### src/rtl/segxl_pkg.sv
package segxl_pkg;

    // Access kind encoding seen at the request port.
    typedef enum logic [1:0] {
        ACC_READ  = 2'd0,
        ACC_WRITE = 2'd1,
        ACC_EXEC  = 2'd2,
        ACC_RSVD  = 2'd3
    } acc_e;

    // Permission set, bit 0 read, bit 1 write, bit 2 execute.
    typedef struct packed {
        logic x;
        logic w;
        logic r;
    } perm_t;

    localparam perm_t PERM_ALL  = '{x: 1'b1, w: 1'b1, r: 1'b1};
    localparam perm_t PERM_NONE = '{x: 1'b0, w: 1'b0, r: 1'b0};

    // Path chosen for a request.
    typedef enum logic [1:0] {
        PATH_PASS   = 2'd0,
        PATH_DIRECT = 2'd1,
        PATH_PAGE   = 2'd2
    } path_e;

endpackage

### src/rtl/segxl_mode_dec.sv
module segxl_mode_dec #(
    parameter int unsigned SEG_W  = 4,
    parameter int unsigned MODE_W = 2,
    localparam int unsigned NSEG  = 1 << SEG_W
) (
    input  logic [MODE_W-1:0] mode_bits,
    input  logic [NSEG-1:0]   seg_en,
    input  logic [SEG_W-1:0]  seg,
    input  logic              user,
    output segxl_pkg::path_e  path
);
    import segxl_pkg::*;

    logic xl_on;
    logic seg_sel;

    always_comb begin
        xl_on   = |mode_bits;
        seg_sel = seg_en[seg];
        if (!xl_on) begin
            path = PATH_PASS;
        end else if (!user && seg_sel) begin
            path = PATH_DIRECT;
        end else begin
            path = PATH_PAGE;
        end
    end

endmodule

### src/rtl/segxl_seg_map.sv
module segxl_seg_map #(
    parameter int unsigned VA_W  = 32,
    parameter int unsigned SEG_W = 4,
    localparam int unsigned NSEG   = 1 << SEG_W,
    localparam int unsigned NIB    = NSEG / 2,
    localparam int unsigned IDX_W  = SEG_W - 1,
    localparam int unsigned BASE_W = NIB * SEG_W,
    localparam int unsigned OFF_W  = VA_W - SEG_W
) (
    input  logic [BASE_W-1:0] base_lo,
    input  logic [BASE_W-1:0] base_hi,
    input  logic [VA_W-1:0]   vaddr,
    output logic [VA_W-1:0]   paddr
);

    logic [SEG_W-1:0] nib_lo [NIB];
    logic [SEG_W-1:0] nib_hi [NIB];

    for (genvar g = 0; g < NIB; g++) begin : g_unpack
        assign nib_lo[g] = base_lo[g*SEG_W +: SEG_W];
        assign nib_hi[g] = base_hi[g*SEG_W +: SEG_W];
    end

    logic [SEG_W-1:0] seg;
    logic [IDX_W-1:0] idx;
    logic [SEG_W-1:0] nib;

    always_comb begin
        seg   = vaddr[VA_W-1 -: SEG_W];
        idx   = seg[IDX_W-1:0];
        nib   = seg[SEG_W-1] ? nib_hi[idx] : nib_lo[idx];
        paddr = {nib, vaddr[OFF_W-1:0]};
    end

endmodule

### src/rtl/segxl_side_sel.sv
module segxl_side_sel (
    input  segxl_pkg::acc_e acc,
    output logic            insn
);
    import segxl_pkg::*;

    always_comb begin
        unique case (acc)
            ACC_EXEC: insn = 1'b1;
            ACC_READ,
            ACC_WRITE,
            ACC_RSVD: insn = 1'b0;
            default:  insn = 1'b0;
        endcase
    end

endmodule

### src/rtl/segxl_top.sv
module segxl_top #(
    parameter int unsigned VA_W   = 32,
    parameter int unsigned SEG_W  = 4,
    parameter int unsigned MODE_W = 2,
    localparam int unsigned NSEG   = 1 << SEG_W,
    localparam int unsigned BASE_W = (NSEG / 2) * SEG_W
) (
    input  logic              clk,
    input  logic              rst_n,
    input  logic              req_valid,
    input  logic [VA_W-1:0]   req_vaddr,
    input  logic [1:0]        req_acc,
    input  logic              req_user,
    input  logic [MODE_W-1:0] cfg_mode_bits,
    input  logic [NSEG-1:0]   cfg_seg_en,
    input  logic [BASE_W-1:0] cfg_base_lo,
    input  logic [BASE_W-1:0] cfg_base_hi,
    output logic              pg_req,
    output logic              pg_insn,
    output logic [VA_W-1:0]   pg_vaddr,
    output logic [1:0]        pg_acc,
    output logic              pg_user,
    input  logic [VA_W-1:0]   pg_paddr,
    input  logic [2:0]        pg_perm,
    input  logic              pg_miss,
    output logic              rsp_valid,
    output logic [VA_W-1:0]   rsp_paddr,
    output logic [2:0]        rsp_perm,
    output logic              rsp_miss
);
    import segxl_pkg::*;

    typedef struct packed {
        logic            valid;
        logic [VA_W-1:0] paddr;
        perm_t           perm;
        logic            miss;
    } rsp_t;

    path_e           path;
    logic [VA_W-1:0] seg_paddr;
    acc_e            acc;
    logic            insn_sel;

    assign acc = acc_e'(req_acc);

    segxl_mode_dec #(
        .SEG_W  (SEG_W),
        .MODE_W (MODE_W)
    ) mode_dec_i (
        .mode_bits (cfg_mode_bits),
        .seg_en    (cfg_seg_en),
        .seg       (req_vaddr[VA_W-1 -: SEG_W]),
        .user      (req_user),
        .path      (path)
    );

    segxl_seg_map #(
        .VA_W  (VA_W),
        .SEG_W (SEG_W)
    ) seg_map_i (
        .base_lo (cfg_base_lo),
        .base_hi (cfg_base_hi),
        .vaddr   (req_vaddr),
        .paddr   (seg_paddr)
    );

    segxl_side_sel side_sel_i (
        .acc  (acc),
        .insn (insn_sel)
    );

    // Page translator port, combinational from the request.
    always_comb begin
        pg_req   = req_valid && (path == PATH_PAGE);
        pg_insn  = insn_sel;
        pg_vaddr = req_vaddr;
        pg_acc   = req_acc;
        pg_user  = req_user;
    end

    rsp_t rsp_d, rsp_q;

    always_comb begin
        rsp_d       = rsp_q;
        rsp_d.valid = req_valid;
        if (req_valid) begin
            unique case (path)
                PATH_PASS: begin
                    rsp_d.paddr = req_vaddr;
                    rsp_d.perm  = PERM_ALL;
                    rsp_d.miss  = 1'b0;
                end
                PATH_DIRECT: begin
                    rsp_d.paddr = seg_paddr;
                    rsp_d.perm  = PERM_ALL;
                    rsp_d.miss  = 1'b0;
                end
                default: begin
                    rsp_d.paddr = pg_paddr;
                    rsp_d.perm  = perm_t'(pg_perm);
                    rsp_d.miss  = pg_miss;
                end
            endcase
        end
    end

    always_ff @(posedge clk) begin
        if (!rst_n) begin
            rsp_q <= '{valid: 1'b0, paddr: '0, perm: PERM_NONE, miss: 1'b0};
        end else begin
            rsp_q <= rsp_d;
        end
    end

    assign rsp_valid = rsp_q.valid;
    assign rsp_paddr = rsp_q.paddr;
    assign rsp_perm  = rsp_q.perm;
    assign rsp_miss  = rsp_q.miss;

endmodule

### config.mk
export PLATFORM = sky130hd
export DESIGN_NAME = segxl_top
export DESIGN_NICKNAME = d
export VERILOG_FILES = /design/src/rtl/segxl_pkg.sv /design/src/rtl/segxl_mode_dec.sv /design/src/rtl/segxl_seg_map.sv /design/src/rtl/segxl_side_sel.sv /design/src/rtl/segxl_top.sv
export SDC_FILE = /design/constraint.sdc
export NUM_CORES = 1
export LEC_CHECK = 0
export ABC_AREA = 1
export BUFFER_PORTS_ARGS = -buffer_cell sky130_fd_sc_hd__buf_2
export CORE_MARGIN = 2
export CORE_UTILIZATION = 45
export DETAILED_ROUTE_END_ITERATION = 10
export GPL_ROUTABILITY_DRIVEN = 0
export PLACE_DENSITY = 0.85
export SYNTH_ARGS = -nofsm -noshare
export SYNTH_HDL_FRONTEND = slang
export SYNTH_HIERARCHICAL = 1
export SYNTH_SLANG_ARGS = --single-unit
### constraint.sdc
create_clock -name clk -period 2.58 [get_ports clk]
set_clock_uncertainty 0.05 [all_clocks]
set_input_delay 0.258 -clock clk [delete_from_list [all_inputs] [get_ports clk]]
set_output_delay 0.258 -clock clk [all_outputs]
set_load 0.05 [all_outputs]
-- Word-level counts from Yosys, hierarchy flattened
Cells that the tools add are included.
- flip-flop bits (word level): 37
- memories: 0
- memory bits (read-only): 0
- bits in writable memories: 0
- bits in latches: 0
- output and inout bits: 74
- shifts and indexed selects: 0
- divide/modulo/power cells: 0
- reduce and logical (&&, ||, !) cells: 7
- eq/ne operators: 5
- $lt $le $gt $ge: 2
- add/sub/neg operators: 0
- bitwise logic cells: 1
- mux-type cells: 13
- multiply operators: 0
- operators by type and width (cell ; count):
    one-hot mux 36 bit (2 select lines) ; 1
    binary-select mux 4 bit (select 3 bit) ; 2
    2-to-1 mux 4 bit ; 5
    == test 2 bit, second input constant ; 3
    less-than comparator 4 x 5 -> 1 bit, second input constant ; 1
    binary-select mux 1 bit (select 4 bit) ; 1
    == test 2 x 1 -> 1 bit, second input constant ; 2
    greater-or-equal comparator 4 bit, second input constant ; 1
    zero test 2 bit ; 2
    2-to-1 mux 2 bit ; 2
    NOT 3 -> 4 bit ; 1
    OR reduction 3 bit ; 1
    logical AND 1 bit ; 2
    one-hot mux 1 bit (2 select lines) ; 1
    OR reduction 2 bit ; 1
    zero test 1 bit ; 1
    2-to-1 mux 1 bit ; 1

-- Depth between registers and ports, before layout
- word-level depth: 7
- mapped depth: 17
- mapped depth without buffers: 14

-- Hierarchy
The synthesis kept the hierarchy.
- modules (own cells, without submodules) (module ; cells each ; instances ; area each (um2) ; sequential area each (um2)):
    segxl_top ; 372 ; 1 ; 2308.5 ; 740.7
    segxl_seg_map ; 223 ; 1 ; 1064.8 ; 0.0
    segxl_mode_dec ; 55 ; 1 ; 250.2 ; 0.0
    segxl_side_sel ; 2 ; 1 ; 10.0 ; 0.0

-- Worst setup path before layout
No wires, ideal clock.
- path kind: input port to output port
- start: input req_vaddr[28]
- end: output pg_req
- slack: 0.293 ns
- arrival time: 1.979 ns
- stages on the path: 12
- path through: buf_6 inv_6 nand2_2 nand3_1 nand3_1 nand3_1 nand2_1 a21oi_1 buf_6 buf_2 nand2_1 nor2_1
- cells in the longest elaborated chain, start to end: 7
- RTL lines (item ; line ; text):
    start, declared ; segxl_top.sv:11 ; input logic [VA_W-1:0] req_vaddr,
    binary-select mux 1 bit (select 4 bit) ; segxl_mode_dec.sv:19 ; seg_sel = seg_en[seg];
    2-to-1 mux 1 bit (not written as such) ; segxl_mode_dec.sv:19 ;
    logical AND 1 bit ; segxl_mode_dec.sv:22 ; end else if (!user && seg_sel) begin
    2-to-1 mux 2 bit ; segxl_mode_dec.sv:22 ;
    2-to-1 mux 2 bit ; segxl_mode_dec.sv:20 ; if (!xl_on) begin
    net path[1] ; segxl_top.sv:40 ; path_e path;
    == test 2 bit ; segxl_top.sv:75 ; pg_req = req_valid && (path == PATH_PAGE);
    logical AND 1 bit ; segxl_top.sv:75 ;
    end, declared ; segxl_top.sv:18 ; output logic pg_req,
The timed path passes the listed nets, and every way through them passes these cells. The select of a mux whose other input is x is not followed.

-- Final worst setup path
Ends and elaborated chain as after synthesis.

==> qor_table.md <==
| Result | This run |
|:---|:---|
| Run status | completed |
| Number of DRC markers after the initial detailed-route iteration | 208 |
| Net count of the mapped netlist | 808 |
| Antenna violations before repair | 0 |
| Data arrival time of the critical path | 1.77 ns |
| Cell type with the highest aggregate area in the netlist | sky130_fd_sc_hd__dfxtp_1 |
| Sink Count | 37 |
| Congestion Overflow GR | 0 |
| Post-synthesis cell area | 3630 sq um |
| Cts-stage hold buffer count | 0 |
| Part of the power in registers | 32.6% |
| Compound-cell area share of the yosys netlist | 5.10% |
| Crit path max fanout | 12 |
| Cell-internal power | 1100 uW |
| Mean instance size in the synthesized netlist | 5.57 sq um |
| Proportion of layout cells with a drive suffix above 1 | 32.8% |
| Post-Synthesis Cells | 652 |
| Level count of the clock H-tree | 2 |
| Final design utilization | 56.1% |
| Die span in x | 93.9 microns |
| Tightest slew margin relative to the limit | 29.4% |
| CTS Buffer Depth | 2 |
| Hold Fails Final Rpt | 0 |
| Worst Setup Slack, final | 0.502 ns |
| Post-CTS repair timing setup buffer count | 0 |
| Via density per instance | 4.71 |
| Count of flip-flops with a built-in enable after synthesis | 0 |
| Fraction of post-synthesis cell area in the top cell type by area | 20.4% |
| Final standard cell area without fillers | 4360 sq um |
| Leak pwr | 0.00277 uW |
| Share of flip-flops with an asynchronous set or reset after synthesis | 0% |
| Top-count cell post-synth | sky130_fd_sc_hd__nand2_1 |
| Placed cell areas | 4260 sq um |
| Req. time, crit path | 2.27 ns |
| Power share of the clock group | 21.8% |
| Top achievable clock speed | 481 MHz |
| Footprint of the flip-flops and latches | 741 sq um |
| Number of I/O pins | 230 |
| Vias in the first global route | 3,629 |
| Simple logic cell fraction of the synthesized area | 43.5% |
| Worst vdd rail ir drop | 0.190 mV |
| Proportion of synthesized chip area in sequential cells | 20.4% |
| Top post-synthesis cells by area | sky130_fd_sc_hd__dfxtp_1 (20%), sky130_fd_sc_hd__nand2_1 (17%), sky130_fd_sc_hd__nand3_1 (17%), sky130_fd_sc_hd__buf_4 (15%), sky130_fd_sc_hd__inv_1 (10%) |
| Count of port buffers added during placement | 229 |
| Final nets | 953 |
| Fin crit share | 80.5% |
| Std-Cell Core Area | 7770 sq um |
| Worst-Skew Late Latency | 0.28 ns |
| Total via count in the routed design | 4,238 |
| Post-cts resize count | 0 |
| Total negative slack | 0 ns |
| Unique cell type count in the Yosys netlist | 19 |
| Switching part of the total power | 43.8% |
| Share of total power in combinational logic | 45.6% |
| Max-cap violation count | 0 |
| Worst slack at placement | 0.449 ns |
| Leading cell types by count after synthesis | sky130_fd_sc_hd__nand2_1 (167), sky130_fd_sc_hd__nand3_1 (124), sky130_fd_sc_hd__inv_1 (97) |
| DP Wirelength | 8.02 mm |
| Total power per unit cell area | 450 nW/um^2 |
| Register clock-pin slew on the reported worst setup and hold paths | 0.08 ns |
| Mux cell area share after synthesis | 0% |
| Starting density of the core | 46.8% |
| Pin count of the biggest net entering global routing | 35 |
| Worst-margin pin slew | 1.06 ns |
| Standard-cell rows | 32 |
| Predominant post-synthesis flop cell | sky130_fd_sc_hd__dfxtp_1 |
| TritonCTS Buffers | 5 |
| FF+latch count, synth | 37 |
| Worst min-delay path class | in2reg |
| Post-synthesis adder-cell area fraction | 0% |
| Global-route wire length before repair | 16.5 mm |
| Min cycle time layout | 2.08 ns |
| Number of filler cells placed in the layout | 838 |
| Total DRC errors in the routed layout | 0 |
| Parity-gate share of the synthesized area counting xor and xnor cells | 0% |
| CTS tree | built |
| Layout area overhead | 20.0% |
| Startpoint class of the critical path | primary input |
| Multi-input gate area | 1780 sq um |
| Fin. max-slew vios | 0 |
| Aggregate global-route resource usage | 22.8% |
| Critical Path Sink Type | output port |
| Overall die height | 93.9 microns |
| Switching pwr | 859 uW |
| Clk Tree Root Cell | sky130_fd_sc_hd__clkbuf_8 |
| Unrepaired setup endpoints after global routing | false |
| Total inserted antenna cells | 0 |
| Number of nets with antenna violations after routing | 0 |
| Wirelength per Cell | 11.8 microns |
| Worst hold slack after final layout | 0.155 ns |
| Number of setup violations in the final report | 0 |
| Full die area | 8810 sq um |
| Dominant combinational cell family by area after synthesis | simple AND/OR/NAND/NOR gates |
| Yosys synthesis warning count | 6 |
| Crit Path Class | in2out |
| Detailed-router iteration count before antenna repair | 5 |
| Wire length reported by the detailed router | 10.7 mm |
-- stage by stage --
stage / cells / total power [uW]
6_report: 900 / 1960
3_3_place_gp: 892 / 1540
4_1_cts: 900 / 1980
2_1_floorplan: 652 / 1350
3_5_place_dp: 892 / 1540
5_1_grt: 900 / 2090
-- routing by layer --
layer	routed length [microns]	track usage [%]	vias to the layer above
li1	-	-	2208
met1	4670	29.9	1824
met2	5020	39.5	190
met3	818	3.13	16
met4	148	5.56	0
met5	0	0	-
-- power by group through the flow --
| stage | Clock [uW] | Combinational [uW] | Sequential (uW) |
|---|---|---|---|
| final | 429 | 895 | 640 |
| after global routing | 470 | 975 | 645 |
| after CTS | 444 | 895 | 640 |
| after detailed placement | 0 | 892 | 653 |
| after global placement | 0 | 887 | 652 |
| after floorplan | 0 | 536 | 817 |
-- final timing paths --
check	start	to	slack [ns]	depth (start not counted)
worst max-delay path	req_vaddr[28]	pg_req	0.50	12
worst min-delay path	pg_perm[0]	rsp_perm[0]$_SDFFE_PN0P_	0.15	3
worst min register to register	rsp_miss$_SDFFE_PN0P_	rsp_miss$_SDFFE_PN0P_	0.41	2
worst max register to register	rsp_paddr[26]$_SDFFE_PN0P_	rsp_paddr[26]$_SDFFE_PN0P_	1.86	4
-- flip-flops by register name, summed over array words and instances (netlist names) --
signal	count
rsp_miss	1
rsp_paddr	32
rsp_perm	3
rsp_valid	1
-- cell families after synthesis --
logic type,count (synthesis)
AOI/OAI and AO/OA,37
buffers and inverters,205
DFF,37
and+or+nand+nor,373
-- layout by cell type, fill, tap and decap left out, drive strengths merged --
cell / instances
nand2: 171
clkinv: 2
buf: 237
dfxtp: 37
o21ai: 3
clkbuf: 6
nand3: 124
a21oi: 34
inv: 106
nor2: 77
nand3b: 1
-- critical path: stages --
cell and delay (ns):
sky130_fd_sc_hd__buf_2 0.22, sky130_fd_sc_hd__inv_6 0.07, sky130_fd_sc_hd__nand2_2 0.05, sky130_fd_sc_hd__nand2_1 0.04, sky130_fd_sc_hd__nand2_1 0.05, sky130_fd_sc_hd__nand3_1 0.06
sky130_fd_sc_hd__nand3_1 0.07, sky130_fd_sc_hd__nand2_1 0.11, sky130_fd_sc_hd__a21oi_4 0.23, sky130_fd_sc_hd__nand2_1 0.20, sky130_fd_sc_hd__nor2_1 0.13, sky130_fd_sc_hd__buf_2 0.27
-- layout make-up --
class                      count  share of cell area (%)
sequential                    37                    17.0
clock inverter                 2                   0.316
multi-input combinational    410                    40.8
inverter                     106                    9.41
clock buffer                   6                    1.89
tap                          102                    2.93
timing repair buffer         237                    27.7
No activity file was read; power rests on OpenSTA's default activity.
